--- src/rtl/irq_resp_pkg.sv ---
package irq_resp_pkg;
  localparam int MODE_W = 2;

  localparam logic [MODE_W-1:0] MD_OPCODE = 2'd0;
  localparam logic [MODE_W-1:0] MD_RESTART = 2'd1;
  localparam logic [MODE_W-1:0] MD_TABLE = 2'd2;

  localparam logic [15:0] VEC_NMI = 16'h0066;
  localparam logic [15:0] VEC_RESTART = 16'h0038;

  typedef enum logic [2:0] {
    ST_IDLE,
    ST_ACK,
    ST_TBL,
    ST_FIN,
    ST_END
  } seq_st_t;
endpackage

--- src/rtl/irq_cfg_regs.sv ---
module irq_cfg_regs
  import irq_resp_pkg::*;
#(
  parameter int DW = 8
) (
  input  logic              clk,
  input  logic              rst,
  input  logic              mode_wr,
  input  logic [MODE_W-1:0] mode_wdata,
  input  logic              page_wr,
  input  logic [DW-1:0]     page_wdata,
  output logic [MODE_W-1:0] mode_q,
  output logic [DW-1:0]     page_q
);
  always_ff @(posedge clk) begin
    if (rst) begin
      mode_q <= MD_OPCODE;
      page_q <= '0;
    end else begin
      if (mode_wr) mode_q <= mode_wdata;
      if (page_wr) page_q <= page_wdata;
    end
  end

  AST_PAGE_HOLD: assert property (@(posedge clk) disable iff (rst)
    (!page_wr && !$past(rst)) |=> $stable(page_q)) else $error("page changed without write");
endmodule

--- src/rtl/irq_ack_timer.sv ---
module irq_ack_timer #(
  parameter int CYCLES = 4
) (
  input  logic clk,
  input  logic rst,
  input  logic start,
  output logic ack_o,
  output logic last_o
);
  localparam int CW = $clog2(CYCLES + 1);

  logic [CW-1:0] cnt_q;

  assign last_o = ack_o && (cnt_q == CW'(CYCLES - 1));

  always_ff @(posedge clk) begin
    if (rst) begin
      ack_o <= 1'b0;
      cnt_q <= '0;
    end else if (start) begin
      ack_o <= 1'b1;
      cnt_q <= '0;
    end else if (ack_o) begin
      if (last_o) begin
        ack_o <= 1'b0;
        cnt_q <= '0;
      end else begin
        cnt_q <= cnt_q + CW'(1);
      end
    end
  end

  AST_ACK_SPAN: assert property (@(posedge clk) disable iff (rst)
    $fell(ack_o) |-> $past(cnt_q) == CW'(CYCLES - 1)) else $error("ack length wrong");
  AST_ACK_CONT: assert property (@(posedge clk) disable iff (rst)
    (ack_o && !last_o) |=> ack_o) else $error("ack dropped early");
endmodule

--- src/rtl/irq_tbl_reader.sv ---
module irq_tbl_reader #(
  parameter int DW = 8
) (
  input  logic            clk,
  input  logic            rst,
  input  logic            start,
  input  logic [2*DW-1:0] ptr,
  output logic            mem_rd_o,
  output logic [2*DW-1:0] mem_addr_o,
  input  logic [DW-1:0]   mem_rdata_i,
  output logic [2*DW-1:0] word_o,
  output logic            valid_o
);
  localparam int AW = 2 * DW;

  logic [1:0]    ph_q;
  logic [DW-1:0] lo_q;

  always_ff @(posedge clk) begin
    if (rst) begin
      ph_q       <= 2'd0;
      mem_rd_o   <= 1'b0;
      mem_addr_o <= '0;
      lo_q       <= '0;
      word_o     <= '0;
      valid_o    <= 1'b0;
    end else begin
      valid_o <= 1'b0;
      case (ph_q)
        2'd0: if (start) begin
          mem_rd_o   <= 1'b1;
          mem_addr_o <= ptr;
          ph_q       <= 2'd1;
        end
        2'd1: begin
          mem_addr_o <= mem_addr_o | AW'(1);
          ph_q       <= 2'd2;
        end
        2'd2: begin
          mem_rd_o <= 1'b0;
          lo_q     <= mem_rdata_i;
          ph_q     <= 2'd3;
        end
        default: begin
          word_o  <= {mem_rdata_i, lo_q};
          valid_o <= 1'b1;
          ph_q    <= 2'd0;
        end
      endcase
    end
  end

  AST_TBL_EVEN: assert property (@(posedge clk) disable iff (rst)
    $rose(mem_rd_o) |-> !mem_addr_o[0]) else $error("first table read odd");
  AST_TBL_NEXT: assert property (@(posedge clk) disable iff (rst)
    (mem_rd_o && $past(mem_rd_o)) |-> mem_addr_o == ($past(mem_addr_o) | AW'(1))) else $error("second read address");
  AST_TBL_TWO: assert property (@(posedge clk) disable iff (rst)
    (mem_rd_o && $past(mem_rd_o)) |=> !mem_rd_o) else $error("too many reads");
endmodule

--- src/rtl/irq_resp_seq.sv ---
module irq_resp_seq
  import irq_resp_pkg::*;
#(
  parameter int DW          = 8,
  parameter int ACK_BASE    = 2,
  parameter int WAIT_STATES = 2
) (
  input  logic              clk,
  input  logic              rst,
  input  logic              nmi_req_i,
  input  logic              int_req_i,
  input  logic              int_en_i,
  input  logic              mode_wr_i,
  input  logic [1:0]        mode_wdata_i,
  input  logic              page_wr_i,
  input  logic [DW-1:0]     page_wdata_i,
  output logic              ack_o,
  input  logic [DW-1:0]     ack_data_i,
  output logic              mem_rd_o,
  output logic [2*DW-1:0]   mem_addr_o,
  input  logic [DW-1:0]     mem_rdata_i,
  output logic              busy_o,
  output logic              done_o,
  output logic              exec_o,
  output logic [DW-1:0]     opcode_o,
  output logic [2*DW-1:0]   target_o
);
  localparam int AW       = 2 * DW;
  localparam int ACK_CYCS = ACK_BASE + WAIT_STATES;

  seq_st_t           state_q;
  logic [MODE_W-1:0] mode_q, mode_cur_q;
  logic [DW-1:0]     page_q;
  logic              nmi_cur_q;
  logic              ack_last, tbl_valid;
  logic [AW-1:0]     tbl_word, tbl_ptr;
  logic              take_nmi, take_int, tbl_start;

  assign take_nmi  = (state_q == ST_IDLE) && nmi_req_i;
  assign take_int  = (state_q == ST_IDLE) && !nmi_req_i && int_req_i && int_en_i;
  assign tbl_start = ack_last && (mode_cur_q == MD_TABLE);
  assign tbl_ptr   = {page_q, ack_data_i[DW-1:1], 1'b0};

  irq_cfg_regs #(.DW(DW)) u_cfg (
    .clk        (clk),
    .rst        (rst),
    .mode_wr    (mode_wr_i),
    .mode_wdata (mode_wdata_i),
    .page_wr    (page_wr_i),
    .page_wdata (page_wdata_i),
    .mode_q     (mode_q),
    .page_q     (page_q)
  );

  irq_ack_timer #(.CYCLES(ACK_CYCS)) u_ack (
    .clk    (clk),
    .rst    (rst),
    .start  (take_int),
    .ack_o  (ack_o),
    .last_o (ack_last)
  );

  irq_tbl_reader #(.DW(DW)) u_tbl (
    .clk         (clk),
    .rst         (rst),
    .start       (tbl_start),
    .ptr         (tbl_ptr),
    .mem_rd_o    (mem_rd_o),
    .mem_addr_o  (mem_addr_o),
    .mem_rdata_i (mem_rdata_i),
    .word_o      (tbl_word),
    .valid_o     (tbl_valid)
  );

  always_ff @(posedge clk) begin
    if (rst) begin
      state_q    <= ST_IDLE;
      mode_cur_q <= MD_OPCODE;
      nmi_cur_q  <= 1'b0;
      busy_o     <= 1'b0;
      done_o     <= 1'b0;
      exec_o     <= 1'b0;
      opcode_o   <= '0;
      target_o   <= '0;
    end else begin
      case (state_q)
        ST_IDLE: begin
          if (take_nmi) begin
            nmi_cur_q <= 1'b1;
            busy_o    <= 1'b1;
            state_q   <= ST_FIN;
          end else if (take_int) begin
            nmi_cur_q  <= 1'b0;
            busy_o     <= 1'b1;
            mode_cur_q <= mode_q;
            state_q    <= ST_ACK;
          end
        end
        ST_ACK: if (ack_last) begin
          opcode_o <= ack_data_i;
          state_q  <= (mode_cur_q == MD_TABLE) ? ST_TBL : ST_FIN;
        end
        ST_TBL: if (tbl_valid) begin
          target_o <= tbl_word;
          exec_o   <= 1'b0;
          done_o   <= 1'b1;
          state_q  <= ST_END;
        end
        ST_FIN: begin
          done_o  <= 1'b1;
          state_q <= ST_END;
          if (nmi_cur_q) begin
            target_o <= AW'(VEC_NMI);
            exec_o   <= 1'b0;
          end else if (mode_cur_q == MD_RESTART) begin
            target_o <= AW'(VEC_RESTART);
            exec_o   <= 1'b0;
          end else begin
            target_o <= '0;
            exec_o   <= 1'b1;
          end
        end
        default: begin
          done_o  <= 1'b0;
          exec_o  <= 1'b0;
          busy_o  <= 1'b0;
          state_q <= ST_IDLE;
        end
      endcase
    end
  end

  AST_DONE_PULSE: assert property (@(posedge clk) disable iff (rst)
    done_o |=> !done_o) else $error("done longer than one cycle");
  AST_DONE_BUSY: assert property (@(posedge clk) disable iff (rst)
    done_o |-> busy_o) else $error("done without busy");
  AST_NMI_TARGET: assert property (@(posedge clk) disable iff (rst)
    (done_o && nmi_cur_q) |-> target_o == AW'(VEC_NMI)) else $error("nmi target");
  AST_NMI_NO_ACK: assert property (@(posedge clk) disable iff (rst)
    (busy_o && nmi_cur_q) |-> !ack_o) else $error("ack during nmi");
  AST_MODE_HOLD: assert property (@(posedge clk) disable iff (rst)
    (busy_o && $past(busy_o)) |-> $stable(mode_cur_q)) else $error("mode moved mid-response");
  AST_ACK_IN_BUSY: assert property (@(posedge clk) disable iff (rst)
    ack_o |-> busy_o) else $error("ack outside response");
endmodule

--- config.mk ---
export PLATFORM = sky130hd
export DESIGN_NAME = irq_resp_seq
export DESIGN_NICKNAME = d
export VERILOG_FILES = /design/src/rtl/irq_resp_pkg.sv /design/src/rtl/irq_cfg_regs.sv /design/src/rtl/irq_ack_timer.sv /design/src/rtl/irq_tbl_reader.sv /design/src/rtl/irq_resp_seq.sv
export SDC_FILE = /design/constraint.sdc
export NUM_CORES = 1
export LEC_CHECK = 0
export BUFFER_PORTS_ARGS = -buffer_cell sky130_fd_sc_hd__buf_2
export CORE_MARGIN = 1
export CORE_UTILIZATION = 54
export DETAILED_ROUTE_END_ITERATION = 16
export GPL_TIMING_DRIVEN = 0
export PLACE_DENSITY = 0.77
export SLEW_MARGIN = 10
export SYNTH_ARGS = -nofsm -noshare
export SYNTH_HDL_FRONTEND = slang
export SYNTH_SLANG_ARGS = --single-unit
--- constraint.sdc ---
create_clock -name clk -period 1.72 [get_ports clk]
set_input_delay 0.258 -clock clk [delete_from_list [all_inputs] [get_ports clk]]
set_output_delay 0.258 -clock clk [all_outputs]
set_load 0.005 [all_outputs]
* Yosys cells after proc, flatten, opt, wreduce, memory -nomap -nowiden
Index checks and enable logic that the tools add are counted.
** Storage, ports and cells
- Bits in latches :: 0
- Bits in read-only memories :: 0
- Output and inout port bits :: 45
- Input port bits :: 33
- Bits in registers :: 91
- Memories :: 0
- Memory bits (writable) :: 0
** Operators by class
- Shift-type cells :: 0
- Add/subtract/negate cells :: 1
- Equality and inequality tests :: 12
- Muxes and demuxes :: 32
- Bitwise operators :: 4
- Reductions and logical operators :: 27
- Magnitude comparators :: 0
- $mul :: 0
- Div/mod/pow operators :: 0
** Operators with widths (number)
- 16-bit case mux with 2 select lines :: 2
- 16-bit 2-to-1 mux :: 2
- 3-bit 2-to-1 mux :: 5
- 1-bit 2-to-1 mux :: 14
- 2-bit AND reduction :: 7
- 3-bit case mux with 4 select lines :: 1
- 3-bit by 2-bit == test with 1-bit output (second input constant) :: 3
- 3-bit AND reduction :: 3
- 2-bit nonzero test :: 4
- 7-bit 2-to-1 mux :: 1
- 1-bit logical AND :: 6
- 6-bit 2-to-1 mux :: 1
- 1-bit case mux with 3 select lines :: 2
- 2-bit case mux with 3 select lines :: 1
- 3-bit OR reduction :: 2
- 2-bit by 1-bit == test with 1-bit output (second input constant) :: 2
- 2-bit == test (second input constant) :: 2
- 2-bit inequality test (second input constant) :: 2
- 1-bit inverter :: 4
- 1-bit case mux with 2 select lines :: 2
- 2-bit OR reduction :: 2
- 3-bit by 1-bit adder with 3-bit output (second input constant) :: 1
- 3-bit by 1-bit == test with 1-bit output (second input constant) :: 1
- 3-bit logical NOT :: 1
- other kinds (5) :: 5

* Longest topological paths before layout
- Word-level depth :: 7
- Gate-level depth with buffers :: 7
- Depth with buffers taken out :: 5

* Cells and area by module
A second synthesis with hierarchy kept.
** Unflattened totals
- Cells, all modules :: 375
- Area, all modules :: 3681.0 um^2
** Modules (own cells, without submodules)
- irq_tbl_reader :: cells an instance 175, area an instance 1766.7 um^2, times used 1, sequential area each 880.8 um^2
- irq_resp_seq :: cells an instance 150, area an instance 1382.6 um^2, times used 1, sequential area each 660.6 um^2
- irq_cfg_regs :: cells an instance 32, area an instance 354.1 um^2, times used 1, sequential area each 200.2 um^2
- irq_ack_timer :: cells an instance 18, area an instance 177.7 um^2, times used 1, sequential area each 80.1 um^2

* Least setup slack after synthesis
OpenSTA, ideal clock, no wires.
- Path kind :: reg2reg
- Start :: register u_tbl.ph_q[0]
- End :: register u_tbl.word_o[10]
- Library setup time :: 0.128 ns
- Clock period less this slack :: 1.555 ns
- Slack :: 0.165 ns
- Path buffers :: 2
- Stages on the path, launching flop included :: 6
- Arrival :: 1.428 ns
- Cells stage by stage :: dfxtp_1 ha_1 clkbuf_1 buf_2 mux2i_1 nor2_1
** On the way
- Cells in the longest elaborated chain, start to end :: 2
- Elaborated cells on any way between the ends :: 4
- Classes of those cells :: eq/ne (2); reduce/logical (2)
** RTL lines
- start: declaration :: line irq_tbl_reader.sv:16 : logic [1:0] ph_q;
- start signal: assignment :: line irq_tbl_reader.sv:21 : ph_q <= 2'd0;
- start signal: assignment :: line irq_tbl_reader.sv:33 : ph_q <= 2'd1;
- start signal: assignment :: line irq_tbl_reader.sv:37 : ph_q <= 2'd2;
- 2-bit by 1-bit == test with 1-bit output, or another cell as far along :: line irq_tbl_reader.sv:29 : case (ph_q)
- 3-bit OR reduction (no source line) (*)
- end signal: assignment :: line irq_tbl_reader.sv:45 : word_o <= {mem_rdata_i, lo_q};
- end: declaration :: line irq_tbl_reader.sv:11 : output logic [2*DW-1:0] word_o,
Mark *: on every way between the ends. The rest lies on a longest branch, timed or not.
A chain may end at the register's enable or synchronous reset.

* Worst setup path after layout
- Start :: register u_ack.cnt_q[0]
- End :: register u_tbl.mem_addr_o[14]
** On the way
- Cells in the longest elaborated chain, start to end :: 4
** RTL lines
- start: declaration :: line irq_ack_timer.sv:12 : logic [CW-1:0] cnt_q;
- start signal: assignment :: line irq_ack_timer.sv:28 : cnt_q <= cnt_q + CW'(1);
- 3-bit by 2-bit == test with 1-bit output :: line irq_ack_timer.sv:14 : assign last_o = ack_o && (cnt_q == CW'(CYCLES - 1));
- 1-bit logical AND :: line irq_ack_timer.sv:14
- 1-bit logical AND :: line irq_resp_seq.sv:41 : assign tbl_start = ack_last && (mode_cur_q == MD_TABLE);
- 3-bit AND reduction (no source line)
- end signal: assignment :: line irq_tbl_reader.sv:32 : mem_addr_o <= ptr;
- end signal: assignment :: line irq_tbl_reader.sv:36 : mem_addr_o <= mem_addr_o | AW'(1);
- end: declaration :: line irq_tbl_reader.sv:9 : output logic [2*DW-1:0] mem_addr_o,
No other way between the ends.

==> qor.txt <==
row count - 29
total congestion overflow - 0
Die Span Y - 83.46 um
commonest register cell after synthesis - dfxtp_1
maximum clock rate - 621.2 MHz
Period minus WS final - 1.610 ns
layout cells sized above 1 - 23.89%
clk sinks - 91
final wirelength - 8395 um
Starting Density - 56.11%
area of the mapped netlist - 3583 um2
Root Buffer - clkbuf_8
Startpoint Class - flip-flop
first-pass GRT wire length - 13750 um
RSZ-0062 raised after global routing - true
Area Growth Syn to Fin - 18.96%
post-synthesis cell type count - 37
Worst EP arrival - 1.88 ns
clk buf depth - 2
placed cell areas - 4060 um2
# hold bufs at CTS - 0
Final period util - 93.59%
Fillers - 536
fin. max-slew vios - 0
met3 wire len - 338 um
DR vias/cell - 5.387
post-layout util - 66.75%
number of synthesized flops with an enable pin - 0
most frequent cells in the layout - dfxtp_1 (91), buf_2 (81), nor2_1 (52)
DR WL met2 - 4056 um
Worst-Skew Late Latency - 0.35 ns
crit path kind - flip-flop to flip-flop
skew final - 0.008603 ns
Place WS - -0.09325 ns
commonest non-fill, non-tap cell in the layout - dfxtp_1
fin area - 4263 um2
Max FO, Critical Path - 10
pwr dens - 1010 nW/um2
wire per inst - 15.26 um
CP startpoint - u_ack.cnt_q[0]$_SDFFE_PP0P_
LEAKAGE - 0.001780 uW
Fin. Hold Viols - 0
routed via count - 2963
# nets final - 509
IO buf count - 76
final setup vio count - 0
CTS tree - built
Post-CTS Setup Repair Bufs - 0
routability cong. - 0.7900
actual slew at the worst max-slew pin - 0.6341 ns
fraction of registers with async set/reset - 0%
H-tree depth - 3
diode count - 0
post-synthesis sequential element count - 91
max-cap violations - 0
CTS buffer count - 9
status - complete, no violations
drt pass-1 iters - 4
largest net degree at the start of global routing - 16
CTS clk-pin slew, worst paths - 0.09 ns
core box area - 6386 um2
initial antenna violation count - 0
Synth warnings - 0
Die Width - 83.46 um
total negative slack - 0 ns
fin worst setup slack - 0.1103 ns
Routed Antenna Nets - 0
DP HPWL - 5812 um
Initial DRC Count - 131
die area - 6966 um2
Hold Crit Class - input pin to flip-flop
wl on met1 - 3869 um
WP data required - 1.99 ns
Final Hold Slack - 0.1403 ns
post-synthesis cell count - 385
post-synth net total - 425
number of I/O pins - 78
DR top layer - met4
Avg Inst Size Synth - 9.308 um2
hold_sp - page_wdata_i[0]
DRC - 0
gr usage total - 24.73%
vias in the first global route - 2895
RR Startpoint - u_ack.cnt_q[0]$_SDFFE_PP0P_
post-synthesis sequential area ratio - 50.84%
Peak VDD IR - 0.7485 mV
Slew HR - 57.73%
critical path endpoint category - flip-flop
-- worst max-delay path, stage by stage (launching register included) --
cell and delay [ns]:
dfxtp_1 0.36, ha_1 0.21, and3b_2 0.25, and3_2 0.26, buf_4 0.20, nand3_1 0.09
a21oi_1 0.16
-- area by class of cell --
type	instances	area [um2]	area share, %
clock buffers	9	123.9	2.906
clock inverters	6	65.06	1.526
plain buffers	24	117.6	2.759
inverters	5	18.77	0.4403
multi-input cells	262	1639	38.45
flip-flops and latches	91	1822	42.74
well taps	77	96.34	2.260
repair buffers	76	380.4	8.923
-- per-stage QoR --
stage	power (uW)	instances
final	4306	550
after global routing	4498	550
after CTS	4320	551
after detailed placement	2928	538
after global placement	2912	538
after floorplan	2721	385
-- registers in the layout, summed over array words and instances (netlist names), 3 cells and up --
signal,count
opcode_o,8
u_tbl.word_o,16
state_q,3
u_cfg.page_q,8
u_ack.cnt_q,3
u_tbl.lo_q,8
u_tbl.mem_addr_o,16
target_o,16
-- cell usage after synthesis, drive strengths merged, types with 3 or more instances --
master | number | area [um2]
nand2b | 8 | 50.05
nand3b | 11 | 82.58
dfxtp | 91 | 1822
clkbuf | 18 | 67.56
nor2 | 53 | 198.9
a21o | 4 | 30.03
nor3 | 10 | 50.05
nand2 | 37 | 138.9
a211oi | 3 | 22.52
nor2b | 3 | 26.27
inv | 5 | 18.77
ha | 7 | 87.58
o21ai | 6 | 41.29
mux2i | 45 | 450.4
a21oi | 35 | 175.2
nand3 | 20 | 100.1
buf | 9 | 55.04
-- report_power, final --
group / total, uW / switching, uW / internal [uW]
clock: 1410 / 739 / 669
sequential: 2240 / 47.5 / 2190
combinational: 663 / 391 / 271
-- cells by family after synthesis --
family                   count (synthesis)  synth area share [%]
AND/OR/NAND/NOR                        152                 20.39
buffers and inverters                   32                 3.945
flip-flops                              91                 50.84
multiplexers                            46                 12.88
AO/OA/AOI/OAI                           57                 9.498
adder cells (fa/ha/maj)                  7                 2.444
-- layer usage --
| layer | global-route usage (%) | vias to the layer above |
|---|---|---|
| met3 | 4.154 | 12 |
| met5 | 0 | - |
| met1 | 32.28 | 1399 |
| met2 | 40.69 | 72 |
| met4 | 10.48 | 0 |
| li1 | - | 1480 |
-- final timing paths --
check / to / slack [ns] / depth (start not counted)
worst max-delay path: u_tbl.mem_addr_o[14]$_SDFFE_PP0P_ / 0.11 / 6
worst min-delay path: u_cfg.page_q[0]$_SDFFE_PP0P_ / 0.14 / 3
worst max register to register: u_tbl.mem_addr_o[14]$_SDFFE_PP0P_ / 0.11 / 6
worst min register to register: target_o[14]$_SDFFE_PP0P_ / 0.45 / 2
-- what timing repair did --
item | 4_1_cts | 5_1_grt
gates resized for setup | 3 | 11
pin swaps | 0 | 0
endpoints found under the setup margin | 20 | 31
(Power assumes the default switching activity.)
